$ cat src/rtl/i2ct_pkg.sv
package i2ct_pkg;
  localparam int BYTE_W = 8;
  localparam int NFLAG  = 7;

  // status / interrupt-enable bit positions
  localparam int F_ADR = 0;
  localparam int F_RXD = 1;
  localparam int F_TXD = 2;
  localparam int F_EMP = 3;
  localparam int F_STP = 4;
  localparam int F_TXM = 5;
  localparam int F_GC  = 6;

  // control bit positions
  localparam int C_FNACK = 0;
  localparam int C_GCE   = 1;
  localparam int C_EN    = 2;
  localparam int C_BSEL  = 3;
  localparam int CTRL_W  = 4;

  // register offsets
  localparam int A_CTRL = 0;
  localparam int A_OWN  = 1;
  localparam int A_STAT = 2;
  localparam int A_IEN  = 3;
  localparam int A_DATA = 4;

  typedef enum logic [3:0] {
    S_IDLE, S_ADDR, S_AACK, S_RXBIT, S_RXACK, S_HOLDRX,
    S_TXLD, S_TXBIT, S_TXACK, S_HOLDTX, S_WAITP
  } eng_state_t;
endpackage

$ cat src/rtl/i2ct_line_sync.sv
module i2ct_line_sync #(
  parameter int STAGES = 2
) (
  input  logic clk,
  input  logic arst_n,
  input  logic scl_i,
  input  logic sda_i,
  output logic rst_n,
  output logic scl_q,
  output logic sda_q,
  output logic start_o,
  output logic stop_o,
  output logic scl_rise_o,
  output logic scl_fall_o
);
  logic [1:0]      rsync_q;
  logic [STAGES:0] scl_sh, sda_sh, scl_sh_n, sda_sh_n;
  logic            scl_p, sda_p;

  // reset: asserted at once, released on a clock edge
  always_ff @(posedge clk or negedge arst_n) begin
    if (!arst_n) rsync_q <= 2'b00;
    else         rsync_q <= {rsync_q[0], 1'b1};
  end
  assign rst_n = rsync_q[1];

  always_comb begin
    scl_sh_n = {scl_sh[STAGES-1:0], scl_i};
    sda_sh_n = {sda_sh[STAGES-1:0], sda_i};
  end

  always_ff @(posedge clk or negedge rst_n) begin
    if (!rst_n) begin
      scl_sh <= '1;
      sda_sh <= '1;
    end else begin
      scl_sh <= scl_sh_n;
      sda_sh <= sda_sh_n;
    end
  end

  assign scl_q = scl_sh[STAGES-1];
  assign sda_q = sda_sh[STAGES-1];
  assign scl_p = scl_sh[STAGES];
  assign sda_p = sda_sh[STAGES];

  assign start_o    = scl_q & scl_p & sda_p & ~sda_q;
  assign stop_o     = scl_q & scl_p & ~sda_p & sda_q;
  assign scl_rise_o = scl_q & ~scl_p;
  assign scl_fall_o = ~scl_q & scl_p;
endmodule

$ cat src/rtl/i2ct_engine.sv
module i2ct_engine
  import i2ct_pkg::*;
(
  input  logic              clk,
  input  logic              rst_n,
  input  logic              scl_q,
  input  logic              sda_q,
  input  logic              start_i,
  input  logic              stop_i,
  input  logic              rise_i,
  input  logic              fall_i,
  input  logic              en_i,
  input  logic              gce_i,
  input  logic              fnack_i,
  input  logic [6:0]        own_i,
  input  logic [BYTE_W-1:0] tx_byte_i,
  input  logic              rxd_pend_i,
  input  logic              emp_pend_i,
  output logic              scl_oe,
  output logic              sda_oe,
  output logic [BYTE_W-1:0] rx_byte_o,
  output logic [NFLAG-1:0]  ev_o
);
  localparam int CNT_W = $clog2(BYTE_W + 1);
  localparam logic [CNT_W-1:0] CNT_FULL = CNT_W'(BYTE_W);
  localparam logic [CNT_W-1:0] CNT_LAST = CNT_W'(BYTE_W - 1);

  eng_state_t        st_q, st_n;
  logic [CNT_W-1:0]  cnt_q, cnt_n;
  logic [BYTE_W-1:0] sh_q, sh_n, rxb_q, rxb_n;
  logic              rw_q, rw_n, nak_q, nak_n, sel_q, sel_n;
  logic              own_hit, gc_hit;

  assign own_hit = (sh_q[BYTE_W-1:1] == own_i);
  assign gc_hit  = (sh_q[BYTE_W-1:1] == 7'd0) & ~sh_q[0] & gce_i;

  always_comb begin
    st_n  = st_q;
    cnt_n = cnt_q;
    sh_n  = sh_q;
    rxb_n = rxb_q;
    rw_n  = rw_q;
    nak_n = nak_q;
    sel_n = sel_q;
    ev_o  = '0;
    if (stop_i) begin
      st_n  = S_IDLE;
      sel_n = 1'b0;
      if (sel_q) ev_o[F_STP] = 1'b1;
    end else if (start_i) begin
      st_n  = en_i ? S_ADDR : S_IDLE;
      cnt_n = '0;
      sel_n = 1'b0;
    end else begin
      unique case (st_q)
        S_ADDR, S_RXBIT: begin
          if (rise_i) begin
            sh_n  = {sh_q[BYTE_W-2:0], sda_q};
            cnt_n = cnt_q + 1'b1;
          end else if (fall_i && cnt_q == CNT_FULL) begin
            if (st_q == S_ADDR) begin
              rw_n = sh_q[0];
              if (own_hit || gc_hit) begin
                st_n         = S_AACK;
                sel_n        = 1'b1;
                ev_o[F_ADR]  = 1'b1;
                ev_o[F_GC]   = gc_hit;
                ev_o[F_TXM]  = sh_q[0];
              end else begin
                st_n = S_WAITP;
              end
            end else begin
              rxb_n       = sh_q;
              ev_o[F_RXD] = 1'b1;
              nak_n       = fnack_i;
              st_n        = S_RXACK;
            end
          end
        end
        S_AACK: begin
          if (fall_i) begin
            if (rw_q) begin
              st_n        = S_HOLDTX;
              ev_o[F_EMP] = 1'b1;
            end else begin
              st_n  = S_RXBIT;
              cnt_n = '0;
            end
          end
        end
        S_RXACK: begin
          if (fall_i) st_n = nak_q ? S_WAITP : S_HOLDRX;
        end
        S_HOLDRX: begin
          if (!rxd_pend_i) begin
            st_n  = S_RXBIT;
            cnt_n = '0;
          end
        end
        S_HOLDTX: begin
          if (!emp_pend_i) begin
            sh_n  = tx_byte_i;
            cnt_n = '0;
            st_n  = S_TXLD;
          end
        end
        S_TXLD: st_n = S_TXBIT;
        S_TXBIT: begin
          if (fall_i) begin
            sh_n  = {sh_q[BYTE_W-2:0], 1'b0};
            cnt_n = cnt_q + 1'b1;
            if (cnt_q == CNT_LAST) st_n = S_TXACK;
          end
        end
        S_TXACK: begin
          if (rise_i) begin
            nak_n       = sda_q;
            ev_o[F_TXD] = 1'b1;
          end else if (fall_i) begin
            if (!nak_q) begin
              st_n        = S_HOLDTX;
              ev_o[F_EMP] = 1'b1;
            end else begin
              st_n = S_WAITP;
            end
          end
        end
        default: ;
      endcase
    end
  end

  always_ff @(posedge clk or negedge rst_n) begin
    if (!rst_n) begin
      st_q  <= S_IDLE;
      cnt_q <= '0;
      sh_q  <= '0;
      rxb_q <= '0;
      rw_q  <= 1'b0;
      nak_q <= 1'b0;
      sel_q <= 1'b0;
    end else begin
      st_q  <= st_n;
      cnt_q <= cnt_n;
      sh_q  <= sh_n;
      rxb_q <= rxb_n;
      rw_q  <= rw_n;
      nak_q <= nak_n;
      sel_q <= sel_n;
    end
  end

  assign sda_oe = (st_q == S_AACK) | ((st_q == S_RXACK) & ~nak_q) |
                  (((st_q == S_TXLD) | (st_q == S_TXBIT)) & ~sh_q[BYTE_W-1]);
  assign scl_oe = (st_q == S_HOLDRX) | (st_q == S_HOLDTX) | (st_q == S_TXLD);
  assign rx_byte_o = rxb_q;

  // own SDA drive is steady while SCL stays high
  a_r13_sda_quiet: assert property (@(posedge clk) disable iff (!rst_n)
    (scl_q && $past(scl_q)) |-> $stable(sda_oe));
  // a STOP returns the engine to idle with SDA released
  a_r9_stop_idle: assert property (@(posedge clk) disable iff (!rst_n)
    stop_i |=> (st_q == S_IDLE) && !sda_oe);
  // receive hold lasts only while the byte is still pending
  a_r5_hold_pending: assert property (@(posedge clk) disable iff (!rst_n)
    ((st_q == S_HOLDRX) && $past(st_q == S_HOLDRX)) |-> $past(rxd_pend_i));
endmodule

$ cat src/rtl/i2ct_regs.sv
module i2ct_regs
  import i2ct_pkg::*;
#(
  parameter int AW = 3
) (
  input  logic              clk,
  input  logic              rst_n,
  input  logic              reg_we,
  input  logic [AW-1:0]     reg_addr,
  input  logic [BYTE_W-1:0] reg_wdata,
  output logic [BYTE_W-1:0] reg_rdata,
  input  logic [NFLAG-1:0]  ev_i,
  input  logic [BYTE_W-1:0] rx_byte_i,
  output logic [CTRL_W-1:0] ctrl_o,
  output logic [6:0]        own_o,
  output logic [BYTE_W-1:0] tx_byte_o,
  output logic              rxd_pend_o,
  output logic              emp_pend_o,
  output logic              irq
);
  logic [CTRL_W-1:0] ctrl_q;
  logic [6:0]        own_q;
  logic [NFLAG-1:0]  st_q, st_n, ien_q;
  logic [BYTE_W-1:0] txd_q;
  logic we_ctrl, we_own, we_stat, we_ien, we_data;

  assign we_ctrl = reg_we & (reg_addr == AW'(A_CTRL));
  assign we_own  = reg_we & (reg_addr == AW'(A_OWN));
  assign we_stat = reg_we & (reg_addr == AW'(A_STAT));
  assign we_ien  = reg_we & (reg_addr == AW'(A_IEN));
  assign we_data = reg_we & (reg_addr == AW'(A_DATA));

  // status: write-zero-to-clear, new events win over a clear
  always_comb begin
    st_n = st_q;
    if (we_stat) st_n = st_q & reg_wdata[NFLAG-1:0];
    st_n = st_n | ev_i;
  end

  always_ff @(posedge clk or negedge rst_n) begin
    if (!rst_n) begin
      ctrl_q <= '0;
      own_q  <= '0;
      st_q   <= '0;
      ien_q  <= '0;
      txd_q  <= '0;
    end else begin
      st_q <= st_n;
      if (we_ctrl) ctrl_q <= reg_wdata[CTRL_W-1:0];
      if (we_own)  own_q  <= reg_wdata[6:0];
      if (we_ien)  ien_q  <= reg_wdata[NFLAG-1:0];
      if (we_data) txd_q  <= reg_wdata;
    end
  end

  always_comb begin
    unique case (reg_addr)
      AW'(A_CTRL): reg_rdata = BYTE_W'(ctrl_q);
      AW'(A_OWN):  reg_rdata = BYTE_W'(own_q);
      AW'(A_STAT): reg_rdata = BYTE_W'(st_q);
      AW'(A_IEN):  reg_rdata = BYTE_W'(ien_q);
      AW'(A_DATA): reg_rdata = rx_byte_i;
      default:     reg_rdata = '0;
    endcase
  end

  assign ctrl_o     = ctrl_q;
  assign own_o      = own_q;
  assign tx_byte_o  = txd_q;
  assign rxd_pend_o = st_q[F_RXD];
  assign emp_pend_o = st_q[F_EMP];
  assign irq        = |(st_q & ien_q);

  // a bit written as 0 with no event in that cycle reads 0 next
  for (genvar b = 0; b < NFLAG; b++) begin : g_clr
    a_r3_zero_clears: assert property (@(posedge clk) disable iff (!rst_n)
      (we_stat && !reg_wdata[b] && !ev_i[b]) |=> !st_q[b]);
  end
  // an all-ones write keeps every flag
  a_r3_ones_keep: assert property (@(posedge clk) disable iff (!rst_n)
    (we_stat && (&reg_wdata[NFLAG-1:0])) |=> st_q == ($past(st_q) | $past(ev_i)));
  // every engine event lands in the status register
  a_r2_event_sets: assert property (@(posedge clk) disable iff (!rst_n)
    (|ev_i) |=> ((st_q & $past(ev_i)) == $past(ev_i)));
endmodule

$ cat src/rtl/i2ct_target.sv
module i2ct_target
  import i2ct_pkg::*;
#(
  parameter int AW          = 3,
  parameter int SYNC_STAGES = 2
) (
  input  logic              clk,
  input  logic              arst_n,
  input  logic              scl_i,
  input  logic              sda_i,
  output logic              scl_oe,
  output logic              sda_oe,
  input  logic              reg_we,
  input  logic [AW-1:0]     reg_addr,
  input  logic [BYTE_W-1:0] reg_wdata,
  output logic [BYTE_W-1:0] reg_rdata,
  output logic              irq
);
  logic              rst_n, scl_q, sda_q, start, stop, rise, fall;
  logic [CTRL_W-1:0] ctrl;
  logic [6:0]        own;
  logic [BYTE_W-1:0] tx_byte, rx_byte;
  logic              rxd_pend, emp_pend;
  logic [NFLAG-1:0]  ev;

  i2ct_line_sync #(.STAGES(SYNC_STAGES)) u_sync (
    .clk(clk), .arst_n(arst_n), .scl_i(scl_i), .sda_i(sda_i),
    .rst_n(rst_n), .scl_q(scl_q), .sda_q(sda_q),
    .start_o(start), .stop_o(stop), .scl_rise_o(rise), .scl_fall_o(fall)
  );

  i2ct_engine u_eng (
    .clk(clk), .rst_n(rst_n), .scl_q(scl_q), .sda_q(sda_q),
    .start_i(start), .stop_i(stop), .rise_i(rise), .fall_i(fall),
    .en_i(ctrl[C_EN]), .gce_i(ctrl[C_GCE]), .fnack_i(ctrl[C_FNACK]),
    .own_i(own), .tx_byte_i(tx_byte),
    .rxd_pend_i(rxd_pend), .emp_pend_i(emp_pend),
    .scl_oe(scl_oe), .sda_oe(sda_oe), .rx_byte_o(rx_byte), .ev_o(ev)
  );

  i2ct_regs #(.AW(AW)) u_regs (
    .clk(clk), .rst_n(rst_n), .reg_we(reg_we), .reg_addr(reg_addr),
    .reg_wdata(reg_wdata), .reg_rdata(reg_rdata),
    .ev_i(ev), .rx_byte_i(rx_byte),
    .ctrl_o(ctrl), .own_o(own), .tx_byte_o(tx_byte),
    .rxd_pend_o(rxd_pend), .emp_pend_o(emp_pend), .irq(irq)
  );
endmodule

$ cat config.mk
export PLATFORM = sky130hd
export DESIGN_NAME = i2ct_target
export DESIGN_NICKNAME = d
export VERILOG_FILES = /design/src/rtl/i2ct_pkg.sv /design/src/rtl/i2ct_line_sync.sv /design/src/rtl/i2ct_engine.sv /design/src/rtl/i2ct_regs.sv /design/src/rtl/i2ct_target.sv
export SDC_FILE = /design/constraint.sdc
export NUM_CORES = 1
export LEC_CHECK = 0
export BUFFER_PORTS_ARGS = -buffer_cell sky130_fd_sc_hd__buf_2
export CAP_MARGIN = 10
export CORE_MARGIN = 3
export CORE_UTILIZATION = 57
export DETAILED_ROUTE_END_ITERATION = 7
export PLACE_DENSITY_LB_ADDON = 0.12
export SYNTH_ARGS = -nofsm -noshare
export SYNTH_HDL_FRONTEND = slang
export SYNTH_SLANG_ARGS = --single-unit
export TNS_END_PERCENT = 30
$ cat constraint.sdc
create_clock -name clk -period 6.4 [get_ports clk]
set_clock_uncertainty 0.1 [all_clocks]
set_input_delay 0.64 -clock clk [delete_from_list [all_inputs] [get_ports clk]]
set_output_delay 0.64 -clock clk [all_outputs]
set_load 0.05 [all_outputs]
-- After elaboration in Yosys (flattened, before gate mapping)
Index checks and enable logic that the tools add are counted.
- logic and storage cells: 182
- register bits after elaboration: 68
- output and inout port bits: 11
- input port bits: 16
- reduce and logical (&&, ||, !) cells: 21
- equality and inequality tests: 40
- bitwise operators: 35
- add/sub/neg operators: 1
- mux-type cells: 70
- operators by type and width (cell ; number):
    $mux 4 ; 25
    $pmux 8 s5 ; 1
    $pmux 4 s8 ; 1
    $mux 1 ; 24
    $mux 8 ; 3
    $ne 4x3->1 const B ; 6
    $pmux 8 s3 ; 1
    $mux 2 ; 11
    $eq 4x3->1 const B ; 5
    $pmux 4 s5 ; 1
    $reduce_and 6->1 ; 3
    $and 1x1->1 ; 16
    $ne 4x4->1 const B ; 4
    $ne 3x3->1 const B ; 5
    $reduce_bool 3->1 ; 5
    $and 7x7->7 ; 2
    $eq 4x4->1 const B ; 3
    $not 1->1 ; 11
    $reduce_and 11->1 ; 1
    $ne 2x2->1 const B ; 5
    $reduce_bool 10->1 ; 1
    $eq 4x2->1 const B ; 2
    $reduce_and 8->1 ; 1
    $eq 7x7->1 ; 1
    21 further kinds ; 29

-- Longest topological paths before layout
- word-level depth: 12
- mapped depth: 9
- gate-level depth less buffers: 8

-- Modules after synthesis
Synthesis repeated with hierarchy kept, for this count alone.
- cells, all modules: 364
- area total of the unflattened synthesis: 3865.0 um^2
- modules (own cells, without submodules) (module ; cells each ; seq. area each (um^2) ; area each (um^2) ; times used):
    i2ct_engine ; 226 ; 675.6 ; 2023.2 ; 1
    i2ct_regs ; 125 ; 825.8 ; 1597.8 ; 1
    i2ct_line_sync ; 13 ; 207.7 ; 244.0 ; 1

-- Worst setup path before layout
No wires, ideal clock.
- path type: input to output
- start: in reg_addr[1]
- end: out reg_rdata[0]
- slack: 3.482 ns
- stages: 4
- arrival time: 2.178 ns
- required time: 5.660 ns
- path buffers: 2
- path through: clkbuf_1 > buf_1 > mux2i_1 > o22ai_1
- word-level cells in the longest chain between the ends: 2
- elaborated cells on any way between the ends: 6
- classes of those cells: eq/ne (4); mux (1); reduce/logical (1)
- ends and longest elaborated chain (what ; RTL line ; RTL):
    from (decl) ; i2ct_target.sv:14 ; input logic [AW-1:0] reg_addr,
    $eq 3x3->1, or another cell as far along ; i2ct_regs.sv:57 ; unique case (reg_addr)
    $pmux 8 s5 * ; i2ct_regs.sv:57 ;
    to (decl) ; i2ct_target.sv:16 ; output logic [BYTE_W-1:0] reg_rdata,
Mark *: on every way between the ends. The rest lies on a longest branch, timed or not.

-- Final worst setup path
- start: reg u_eng.st_q[1]
- end: out sda_oe
- word-level cells in the longest chain between the ends: 4
- elaborated cells on any way between the ends: 9
- classes of those cells: eq/ne (4); bitwise (5)
- ends and longest elaborated chain (what ; RTL line ; RTL):
    from (decl) ; i2ct_engine.sv:28 ; eng_state_t st_q, st_n;
    from (signal assigned) ; i2ct_engine.sv:143 ; st_q <= st_n;
    $eq 4x3->1 (on tied branches) ; i2ct_engine.sv:153, i2ct_engine.sv:154 ;
    $and 1x1->1 or $or 1x1->1 (tied branches) ; i2ct_engine.sv:153, i2ct_engine.sv:154 ;
    $or 1x1->1 or $and 1x1->1 (tied branches) ; i2ct_engine.sv:153, i2ct_engine.sv:154 ;
    $or 1x1->1 * ; i2ct_engine.sv:153 ; assign sda_oe = (st_q == S_AACK) | ((st_q == S_RXACK) & ~nak_q) |
    to (decl) ; i2ct_target.sv:12 ; output logic sda_oe,
Marks and branches as above.

==> impl_metrics.py <==
metrics = {
    "run_status": {
        "status": "finished clean",
    },
    "sta": {
        "setup_violations": 0,
        "slew_headroom_pct": 41.8,
        "finalSetupTns_ns": 0,
        "min_period_ns": 2.85,
        "fmax_mhz": 351,
        "rsz0062_at_grt": "false",
        "fin_crit_sh_pct": 44.5,
        "hold_viol": 0,
        "slew_viol_final": 0,
        "tightest_slew_ns": 0.869,
        "setup_slack_ns": 3.55,
    },
    "synth": {
        "ys_seq_area_share_pct": 48.3,
        "synthCells": 338,
        "ys_types": 57,
        "yosysMostFrequentCell": "dfrtp_1",
        "ys_ff_latch": 68,
        "yosysWarnings": 0,
        "synth_top_area_cell": "dfrtp_1",
        "synth.avg_cell_area_sq_um": 10.5,
        "synth-main-ff-cell": "dfrtp_1",
        "synthesis.nets": 356,
        "synthTopCellsByArea": "dfrtp_1 44%, mux2_2 11%, mux2i_1 5.4%",
        "synth.cell_area_sq_um": 3540,
        "synth_common_cells": "62 x dfrtp_1, 34 x mux2_2, 34 x nor2_1, 20 x a21oi_1, 19 x mux2i_1",
        "synth_edf_count": 0,
        "ys_async_sr_fraction_pct": 100,
        "yosysTopAreaCellShare_pct": 43.9,
    },
    "cts": {
        "clockBufferDepth": 2,
        "cts-root-buf": "clkbuf_8",
        "insertion_delay_ns": 0.34,
        "clk_pin_slew_worst_paths_ns": 0.07,
        "numCtsBuffers": 9,
        "ctsHoldBuffers": 1,
        "cts.sinks": 68,
        "cts_tree": "yes",
        "post_cts_buffers": 0,
        "cts.htree.levels": 3,
        "cts_resized": 0,
    },
    "setup_path": {
        "endpoint_kind": "output pin",
        "path_class": "flop to output pin",
        "crit_fanout": 20,
        "cp.arrival_ns": 2.11,
        "critPathRequiredTime_ns": 5.66,
        "crit_path_start_kind": "flop",
    },
    "placement": {
        "dp_slack_ns": 3.63,
        "port_buffers": 26,
        "place_congestion": 0.959,
        "place_inst": 426,
        "hpwl_um": 5780,
    },
    "routing": {
        "dr.max_layer_used": "met4",
        "wl_um": 7890,
        "vias": 2715,
        "drt-pass1-iter-count": 4,
        "ant_nets": 0,
        "m1WireLength_um": 3900,
        "vias_per_cell": 6.13,
        "drc": 0,
        "initialDrtViolationCount": 290,
        "wl_met3_um": 493,
        "wire_per_inst_um": 17.8,
        "met2_length_um": 3380,
    },
    "finish": {
        "instances_no_fill": 443,
        "syn2layout_area_growth_pct": 10.6,
        "n_antenna_cell": 0,
        "nets": 381,
        "drive_above_1_share_pct": 25.5,
        "post-route-util_pct": 65.7,
    },
    "floorplanning": {
        "ioPinCount": 27,
        "dieArea_sq_um": 7190,
        "initial_utilization_pct": 59.4,
        "die_h_um": 84.8,
        "coreArea_sq_um": 5960,
        "chipWidth_um": 84.8,
        "rows": 28,
    },
    "pwr": {
        "ir_drop_mv": 0.272,
        "power_density_nw_per_um2": 411,
        "power.leakage_nw": 1.68,
    },
    "global_route": {
        "grt_overflow": 0,
        "grt_use_total_pct": 23.8,
        "grt_start_max_net_pins": 57,
        "grt_first_pass_wirelength_um": 13500,
        "antenna_found_initial": 0,
        "grt_pass1_vias": 2654,
    },
    "hold_path": {
        "min_path_type": "flop to async pin",
    },
    "run": {
        "maxCapViolCount": 0,
    },
}
## worst max-delay path, cell delays in order, from the launching register on
cell and delay (ns):
dfrtp_1 0.73, inv_1 0.28, o32a_1 0.41, nor2_1 0.08, buf_2 0.27
## metrics by stage
stage / hold WS [ns] / cell area, sq um / power (W)
2_1_floorplan: 0.231 / 3540 / 0.00113
3_3_place_gp: 0.0269 / 3700 / 0.00124
3_5_place_dp: 0.0270 / 3700 / 0.00126
4_1_cts: 0.0356 / 3910 / 0.00161
5_1_grt: 0.0560 / 3910 / 0.00172
6_report: 0.0328 / 3910 / 0.00161
## logic make-up after synthesis
kind of cell,share of synthesized area (%)
mux,16.2
fa+ha+maj,0.707
compound gates,14.3
xor+xnor,2.23
simple gates,15.1
flops,48.3
buf+inv,3.01
other cells,0.106
## registers in the layout, summed over array words and instances (netlist names)
register	count
u_regs.tx_byte_o	8
u_eng.st_q	4
u_regs.own_o	7
u_sync.rsync_q	2
u_sync.sda_sh	3
u_regs.st_q	7
u_regs.ien_q	7
u_eng.sel_q	1
u_eng.nak_q	1
u_regs.ctrl_o	4
u_eng.rw_q	1
u_eng.sh_q	8
u_eng.rx_byte_o	8
u_sync.scl_sh	3
u_eng.cnt_q	4
## path summary, 6_finish.rpt
kind | startpoint | end | slack, ns | depth (start not counted)
setup / recovery | u_eng.st_q[1] | sda_oe | 3.55 | 4
hold / removal | u_sync.rsync_q[1] | u_eng.cnt_q[3] | 0.03 | 0
setup reg to reg | u_eng.st_q[1] | u_eng.sh_q[0] | 3.86 | 5
hold reg to reg | u_sync.rsync_q[1] | u_eng.cnt_q[3] | 0.03 | 0
max in group asynchronous | u_sync.rsync_q[1] | u_eng.st_q[3] | 5.20 | 1
min in group clk | u_sync.scl_sh[0] | u_sync.scl_sh[1] | 0.26 | 0
## layer usage
metal	up-vias	GRT usage, %
li1	1273	-
met1	1331	36.9
met2	95	32.7
met3	16	5.89
met4	0	7.48
met5	-	0
## placed cells by master, fill, tap and decap left out, drive strengths merged, types with 2 or more instances in the layout
master,n
dfrtp,62
nor2,35
mux2,34
buf,28
a21oi,21
mux2i,19
o21ai,19
nand2,18
clkbuf,10
nand2b,10
nor2b,9
nor3,9
inv,8
o22ai,7
xor2,7
a22oi,6
dfstp,6
nand3,5
nor4,4
o31ai,4
nand3b,3
o41ai,3
o211ai,3
o221ai,3
clkinv,3
and3,2
nand4,2
a31oi,2
xnor2,2
a2111oi,2
ha,2
clkinvlp,2
or2,2
nor3b,2
## power by group
part | switching [W] | internal, W
clock network | 0.000161 | 0.000190
logic | 0.000326 | 0.000236
registers | 0.000163 | 0.000532
total | 0.000650 | 0.000958
## final cells by class
cell class | instances | area, sq um
Fill cell | 499 | 2040
Multi-Input combinational cell | 247 | 1720
Sequential cell | 68 | 1710
Timing Repair Buffer | 29 | 155
Clock buffer | 10 | 138
Tap cell | 75 | 93.8
Clock inverter | 6 | 63.8
Inverter | 8 | 30.0
No activity file was read; power rests on OpenSTA's default activity.
